==> src/rtl/sercfg_pkg.sv <==
package sercfg_pkg;
    localparam int CR_W   = 8;
    localparam int B_TIE  = 7;
    localparam int B_RIE  = 6;
    localparam int B_TE   = 5;
    localparam int B_RE   = 4;
    localparam int B_MPIE = 3;
    localparam int B_TEIE = 2;
    localparam int B_CKH  = 1;
    localparam int B_CKL  = 0;

    typedef enum logic [1:0] {
        PIN_GPIO    = 2'b00,
        PIN_CLK_OUT = 2'b01,
        PIN_CLK_IN  = 2'b10
    } sck_fn_e;

    typedef enum logic [1:0] {
        RXM_OFF  = 2'b00,
        RXM_OPEN = 2'b01,
        RXM_HUNT = 2'b10
    } rx_mode_e;

    typedef struct packed {
        logic full;
        logic ferr;
        logic ovr;
    } rx_evt_t;
endpackage

==> src/rtl/sercfg_reg.sv <==
module sercfg_reg
    import sercfg_pkg::*;
#(
    parameter logic [CR_W-1:0] RST_VAL = '0
) (
    input  logic            clk,
    input  logic            rst_n,
    input  logic            wr_en,
    input  logic [CR_W-1:0] wr_data,
    input  logic            mp_clr,
    output logic [CR_W-1:0] q
);
    logic [CR_W-1:0] d;

    // CPU write first, then the hardware clear overrides the enable bit only
    always_comb begin
        d = q;
        if (wr_en) d = wr_data;
        if (mp_clr) d[B_MPIE] = 1'b0;
    end

    always_ff @(posedge clk or negedge rst_n) begin
        if (!rst_n) q <= RST_VAL;
        else        q <= d;
    end

    assert_autoclear_R8: assert property (@(posedge clk) disable iff (!rst_n)
        mp_clr |=> !q[B_MPIE]);

    assert_clear_wins_R9: assert property (@(posedge clk) disable iff (!rst_n)
        (wr_en && mp_clr) |=> (!q[B_MPIE]
            && q[CR_W-1:B_MPIE+1] == $past(wr_data[CR_W-1:B_MPIE+1])
            && q[B_MPIE-1:0] == $past(wr_data[B_MPIE-1:0])));

    assert_hold_R2: assert property (@(posedge clk) disable iff (!rst_n)
        (!wr_en && !mp_clr) |=> $stable(q));
endmodule

==> src/rtl/sercfg_clkdec.sv <==
module sercfg_clkdec
    import sercfg_pkg::*;
(
    input  logic       sync_mode,
    input  logic [1:0] cke,
    output logic       clk_ext,
    output sck_fn_e    sck_fn
);
    always_comb begin
        unique case ({sync_mode, cke})
            3'b000: begin clk_ext = 1'b0; sck_fn = PIN_GPIO;    end
            3'b001: begin clk_ext = 1'b0; sck_fn = PIN_CLK_OUT; end
            3'b010,
            3'b011: begin clk_ext = 1'b1; sck_fn = PIN_CLK_IN;  end
            3'b100,
            3'b101: begin clk_ext = 1'b0; sck_fn = PIN_CLK_OUT; end
            default: begin clk_ext = 1'b1; sck_fn = PIN_CLK_IN; end
        endcase
    end
endmodule

==> src/rtl/sercfg_rxgate.sv <==
module sercfg_rxgate
    import sercfg_pkg::*;
(
    input  logic clk,
    input  logic rst_n,
    input  logic re,
    input  logic mpie,
    input  logic rie,
    input  logic rx_done,
    input  logic rx_mpb,
    input  logic rx_fe,
    input  logic rx_ovr,
    output logic mp_clr,
    output logic set_full,
    output logic set_fe,
    output logic set_ovr,
    output logic irq_full,
    output logic irq_err
);
    rx_mode_e mode;
    logic     accept;
    rx_evt_t  evt, evt_q;
    logic     irq_full_q, irq_err_q;

    // state follows the control bits every cycle
    always_comb begin
        if (!re)      mode = RXM_OFF;
        else if (mpie) mode = RXM_HUNT;
        else          mode = RXM_OPEN;
    end

    always_comb begin
        accept = 1'b0;
        mp_clr = 1'b0;
        unique case (mode)
            RXM_OFF:  accept = 1'b0;
            RXM_OPEN: accept = rx_done;
            RXM_HUNT: begin
                accept = rx_done && rx_mpb;
                mp_clr = rx_done && rx_mpb;
            end
            default:  accept = 1'b0;
        endcase
        evt.full = accept && !rx_fe && !rx_ovr;
        evt.ferr = accept && rx_fe;
        evt.ovr  = accept && rx_ovr;
    end

    always_ff @(posedge clk or negedge rst_n) begin
        if (!rst_n) begin
            evt_q      <= '0;
            irq_full_q <= 1'b0;
            irq_err_q  <= 1'b0;
        end else begin
            evt_q      <= evt;
            irq_full_q <= evt.full && rie;
            irq_err_q  <= (evt.ferr || evt.ovr) && rie;
        end
    end

    assign set_full = evt_q.full;
    assign set_fe   = evt_q.ferr;
    assign set_ovr  = evt_q.ovr;
    assign irq_full = irq_full_q;
    assign irq_err  = irq_err_q;

    assert_hunt_drop_R7: assert property (@(posedge clk) disable iff (!rst_n)
        (re && mpie && rx_done && !rx_mpb) |=> (!set_full && !set_fe && !set_ovr
            && !irq_full && !irq_err));

    assert_off_drop_R10: assert property (@(posedge clk) disable iff (!rst_n)
        (!re && rx_done) |=> (!set_full && !set_fe && !set_ovr));

    assert_wake_deliver_R8: assert property (@(posedge clk) disable iff (!rst_n)
        (re && mpie && rx_done && rx_mpb && !rx_fe && !rx_ovr) |=> set_full);

    assert_full_irq_R5: assert property (@(posedge clk) disable iff (!rst_n)
        irq_full |-> set_full);

    assert_err_irq_R6: assert property (@(posedge clk) disable iff (!rst_n)
        irq_err |-> (set_fe || set_ovr) && !set_full);
endmodule

==> src/rtl/sercfg_txgate.sv <==
module sercfg_txgate (
    input  logic tie,
    input  logic teie,
    input  logic tx_empty,
    input  logic tx_end,
    output logic irq_empty,
    output logic irq_end
);
    assign irq_empty = tx_empty && tie;
    assign irq_end   = tx_end && teie;
endmodule

==> src/rtl/sercfg_ctl.sv <==
module sercfg_ctl
    import sercfg_pkg::*;
(
    input  logic       clk,
    input  logic       rst_n,
    input  logic       wr_en_i,
    input  logic [7:0] wr_data_i,
    output logic [7:0] rd_data_o,
    input  logic       sync_mode_i,
    input  logic       rx_done_i,
    input  logic       rx_mpb_i,
    input  logic       rx_fe_i,
    input  logic       rx_ovr_i,
    input  logic       tx_empty_i,
    input  logic       tx_end_i,
    output logic       tx_en_o,
    output logic       rx_en_o,
    output logic       clk_ext_o,
    output logic [1:0] sck_func_o,
    output logic       set_rx_full_o,
    output logic       set_frame_err_o,
    output logic       set_overrun_o,
    output logic       irq_rx_full_o,
    output logic       irq_rx_err_o,
    output logic       irq_tx_empty_o,
    output logic       irq_tx_end_o
);
    logic [CR_W-1:0] cr;
    logic            mp_clr;
    sck_fn_e         sck_fn;

    sercfg_reg #(.RST_VAL('0)) u_reg (
        .clk(clk), .rst_n(rst_n), .wr_en(wr_en_i), .wr_data(wr_data_i),
        .mp_clr(mp_clr), .q(cr)
    );

    sercfg_clkdec u_clk (
        .sync_mode(sync_mode_i), .cke(cr[B_CKH:B_CKL]),
        .clk_ext(clk_ext_o), .sck_fn(sck_fn)
    );

    sercfg_rxgate u_rx (
        .clk(clk), .rst_n(rst_n), .re(cr[B_RE]), .mpie(cr[B_MPIE]), .rie(cr[B_RIE]),
        .rx_done(rx_done_i), .rx_mpb(rx_mpb_i), .rx_fe(rx_fe_i), .rx_ovr(rx_ovr_i),
        .mp_clr(mp_clr), .set_full(set_rx_full_o), .set_fe(set_frame_err_o),
        .set_ovr(set_overrun_o), .irq_full(irq_rx_full_o), .irq_err(irq_rx_err_o)
    );

    sercfg_txgate u_tx (
        .tie(cr[B_TIE]), .teie(cr[B_TEIE]), .tx_empty(tx_empty_i), .tx_end(tx_end_i),
        .irq_empty(irq_tx_empty_o), .irq_end(irq_tx_end_o)
    );

    assign rd_data_o  = cr;
    assign tx_en_o    = cr[B_TE];
    assign rx_en_o    = cr[B_RE];
    assign sck_func_o = sck_fn;

    assert_txe_R3: assert property (@(posedge clk) disable iff (!rst_n)
        (tx_empty_i && rd_data_o[7]) |-> irq_tx_empty_o);

    assert_tend_R4: assert property (@(posedge clk) disable iff (!rst_n)
        irq_tx_end_o |-> (tx_end_i && rd_data_o[2]));

    assert_ext_pin_R11: assert property (@(posedge clk) disable iff (!rst_n)
        clk_ext_o |-> (sck_func_o == 2'b10));

    assert_sync_pin_R12: assert property (@(posedge clk) disable iff (!rst_n)
        (sync_mode_i && !clk_ext_o) |-> (sck_func_o == 2'b01));
endmodule

==> config.mk <==
export PLATFORM = sky130hd
export DESIGN_NAME = sercfg_ctl
export DESIGN_NICKNAME = d
export VERILOG_FILES = /design/src/rtl/sercfg_pkg.sv /design/src/rtl/sercfg_reg.sv /design/src/rtl/sercfg_clkdec.sv /design/src/rtl/sercfg_rxgate.sv /design/src/rtl/sercfg_txgate.sv /design/src/rtl/sercfg_ctl.sv
export SDC_FILE = /design/constraint.sdc
export NUM_CORES = 1
export LEC_CHECK = 0
export BUFFER_PORTS_ARGS = -buffer_cell sky130_fd_sc_hd__buf_2
export CAP_MARGIN = 5
export CORE_MARGIN = 10
export CORE_UTILIZATION = 39
export DETAILED_ROUTE_END_ITERATION = 6
export PLACE_DENSITY = 0.78
export RECOVER_POWER = 25
export SYNTH_ARGS = -nofsm -noshare
export SYNTH_HDL_FRONTEND = slang
export SYNTH_HIERARCHICAL = 1
export SYNTH_SLANG_ARGS = --single-unit
export TNS_END_PERCENT = 100
==> constraint.sdc <==
create_clock -name clk -period 1.5 [get_ports clk]
set_clock_uncertainty 0.2 [all_clocks]
set_input_delay 0.3 -clock clk [delete_from_list [all_inputs] [get_ports clk]]
set_output_delay 0.3 -clock clk [all_outputs]
set_load 0.02 [all_outputs]
==> results.txt <==
outcome: finished clean
post-synthesis sequential area ratio: 0.565
Mapped Area: 576 um^2
Sw Share: 0.294
Yosys Warn Count: 6
met1 Use GR: 0.0845
maximum capacitance violations: 0
Worst Setup End Kind: output pin
Pre-antenna DRT Iters: 3
Worst EP arrival: 0.98 ns
Max-slew headroom: 0.560
largest net degree at the start of global routing: 14
Placeable Area: 1350 um^2
most frequent cells in the layout: 31 x buf_2, 13 x dfrtp_1, 7 x mux2_4, 6 x buf_4, 3 x clkbuf_4
routed len/inst: 15.4 um
actual slew at the worst max-slew pin: 0.660 ns
Area growth, synth to finish: 43.9%
most common cell after layout, fill and taps aside: buf_2
sequential power share: 0.472
Root Driver: clkbuf_4
Min Clock Period, post-route: 1.48 ns
WS Path Type: flop to output pin
P_sw: 0.246 mW
Vias: 461
initial DRC count: 2
CP max FO: 2
CTS tree: yes
IO Port Bufs: 37
CTS clk-pin slew, worst paths: 0.08 ns
Avg Cell Area, Syn: 14.0 um^2
Final Util: 0.614
Initial Util: 0.426
GRT Util Overall: 0.0860
die height: 58.4 um
die width: 58.4 um
maximum buffer depth of the clock tree: 2
Post-layout nets: 100
M3 GR Usage: 0.0622
worst hold path type: input pin to flop
Diodes inserted: 0
routability congestion estimate: 0.736
Max VDD drop: 1020 uV
first-pass GRT wire length: 2.30 mm
Clock power frac: 0.250
startpoint types: flop
share of cells above drive strength 1: 0.642
number of global-route vias before repair: 512
Rows: 13
TritonCTS Buffers: 3
total die area: 3410 um^2
final cycle utilization of the critical path: 0.986
Hold Vio Cnt, Final: 0
maximum operating frequency: 0.676 GHz
htree depth: 1
routing usage on met2: 0.138
Internal Power: 0.592 mW
Comb power frac: 0.278
HPWL Detailed: 1.17 mm
synth unique cells: 18
synthesized flop and latch total: 13
Overflow after GRT: 0
fin. max-slew vios: 0
Finish-stage setup viols: 0
Leak: 0.449 nW
hold_ws: 0.0265 ns
number of remaining DRC errors: 0
Setup TNS: 0 ns
pwr dens: 1010 nW/um^2
RSZ-0062 raised after global routing: true
syn_nets: 59
Routed Antenna Nets: 0
clk sinks: 13
Via density: 4.80
worst path required time: 1.00 ns
Clock Latency Late Sink: 0.27 ns
drt total wl: 1.48 mm
Mapped Cells: 41
initial antenna violation count: 0
num ports: 38
Top Usage Layer GRT: met2
## cells in the mapped netlist
| cell type | instances | area (um^2) |
|---|---|---|
| or3b_1 | 1 | 8.76 |
| nor2b_2 | 1 | 8.76 |
| and2_1 | 2 | 12.5 |
| nor2_1 | 2 | 7.51 |
| clkbuf_1 | 2 | 7.51 |
| mux2_4 | 7 | 105 |
| buf_4 | 2 | 15.0 |
| nor4_1 | 1 | 6.26 |
| nor3b_2 | 1 | 12.5 |
| o21ba_1 | 1 | 10.0 |
| mux2i_1 | 1 | 10.0 |
| nand2_1 | 2 | 7.51 |
| nor3_2 | 1 | 10.0 |
| nor3b_1 | 1 | 7.51 |
| buf_6 | 1 | 11.3 |
| nor3_1 | 1 | 5.00 |
| o21ai_0 | 1 | 5.00 |
| dfrtp_1 | 13 | 325 |
## worst paths after layout
kind	from	endpoint	slack, ns	cells after the start
worst max-delay path	u_reg/q[0]	sck_func_o[0]	0.02	2
worst min-delay path	rx_ovr_i	u_rx/set_full	0.03	2
worst max register to register	u_reg/q[4]	u_rx/set_full	0.33	2
worst min register to register	u_reg/q[2]	u_reg/q[2]	0.32	1
max in group asynchronous	rst_n	u_rx/irq_full	0.30	2
min in group asynchronous	rst_n	u_reg/q[3]	0.38	2
## flip-flops by register name, indices dropped and copies added, names as in the netlist
| name | count |
|---|---|
| u_reg/q | 8 |
| u_rx/irq_err | 1 |
| u_rx/irq_full | 1 |
| u_rx/set_fe | 1 |
| u_rx/set_full | 1 |
| u_rx/set_ovr | 1 |
## stage by stage
step / instances / setup WS, ns / total power, mW / area [um^2]
after floorplan: 41 / 0.187 / 0.537 / 576
after detailed placement: 88 / 0.239 / 0.612 / 746
after global routing: 96 / -0.0372 / 0.891 / 828
after global placement: 88 / 0.257 / 0.609 / 746
final: 96 / 0.0205 / 0.839 / 828
after CTS: 95 / 0.0000443 / 0.837 / 800
## what timing repair did
item,CTS,global route
endpoints found under the hold margin,13,1
buffers inserted,2,0
setup endpoints to repair,1,4
pin swaps,0,0
resized for setup,1,6
hold buffers,1,1
## cell families after synthesis
logic type	synth area share
AND/OR/NAND/NOR	0.150
flip-flops	0.565
buffers and inverters	0.0587
AO/OA/AOI/OAI	0.0261
multiplexers	0.200
## routing by layer
metal,wire length [um],vias up,part of all wire
met2,720,28,0.49
met5,0,-,0
met4,22,0,0.015
met3,223,2,0.15
met1,515,214,0.35
li1,-,217,-
## worst max-delay path, cell delays in order, from the launching register on
cell,delay [ns]
dfrtp_1,0.39
o21ba_4,0.19
buf_6,0.12
## power groups by stage
| stage | clock network [mW] | logic, mW | registers [mW] |
|---|---|---|---|
| after floorplan | 0 | 0.0996 | 0.438 |
| after global placement | 0 | 0.207 | 0.402 |
| after detailed placement | 0 | 0.208 | 0.404 |
| after CTS | 0.219 | 0.223 | 0.395 |
| after global routing | 0.240 | 0.250 | 0.400 |
| final | 0.209 | 0.234 | 0.396 |
## layout make-up
class	count	area [um^2]
Sequential cell	13	325
Multi-Input combinational cell	23	223
Fill cell	121	522
Clock buffer	4	26.3
Timing Repair Buffer	41	235
Tap cell	15	18.8
Power figures use the tool's default switching activity.
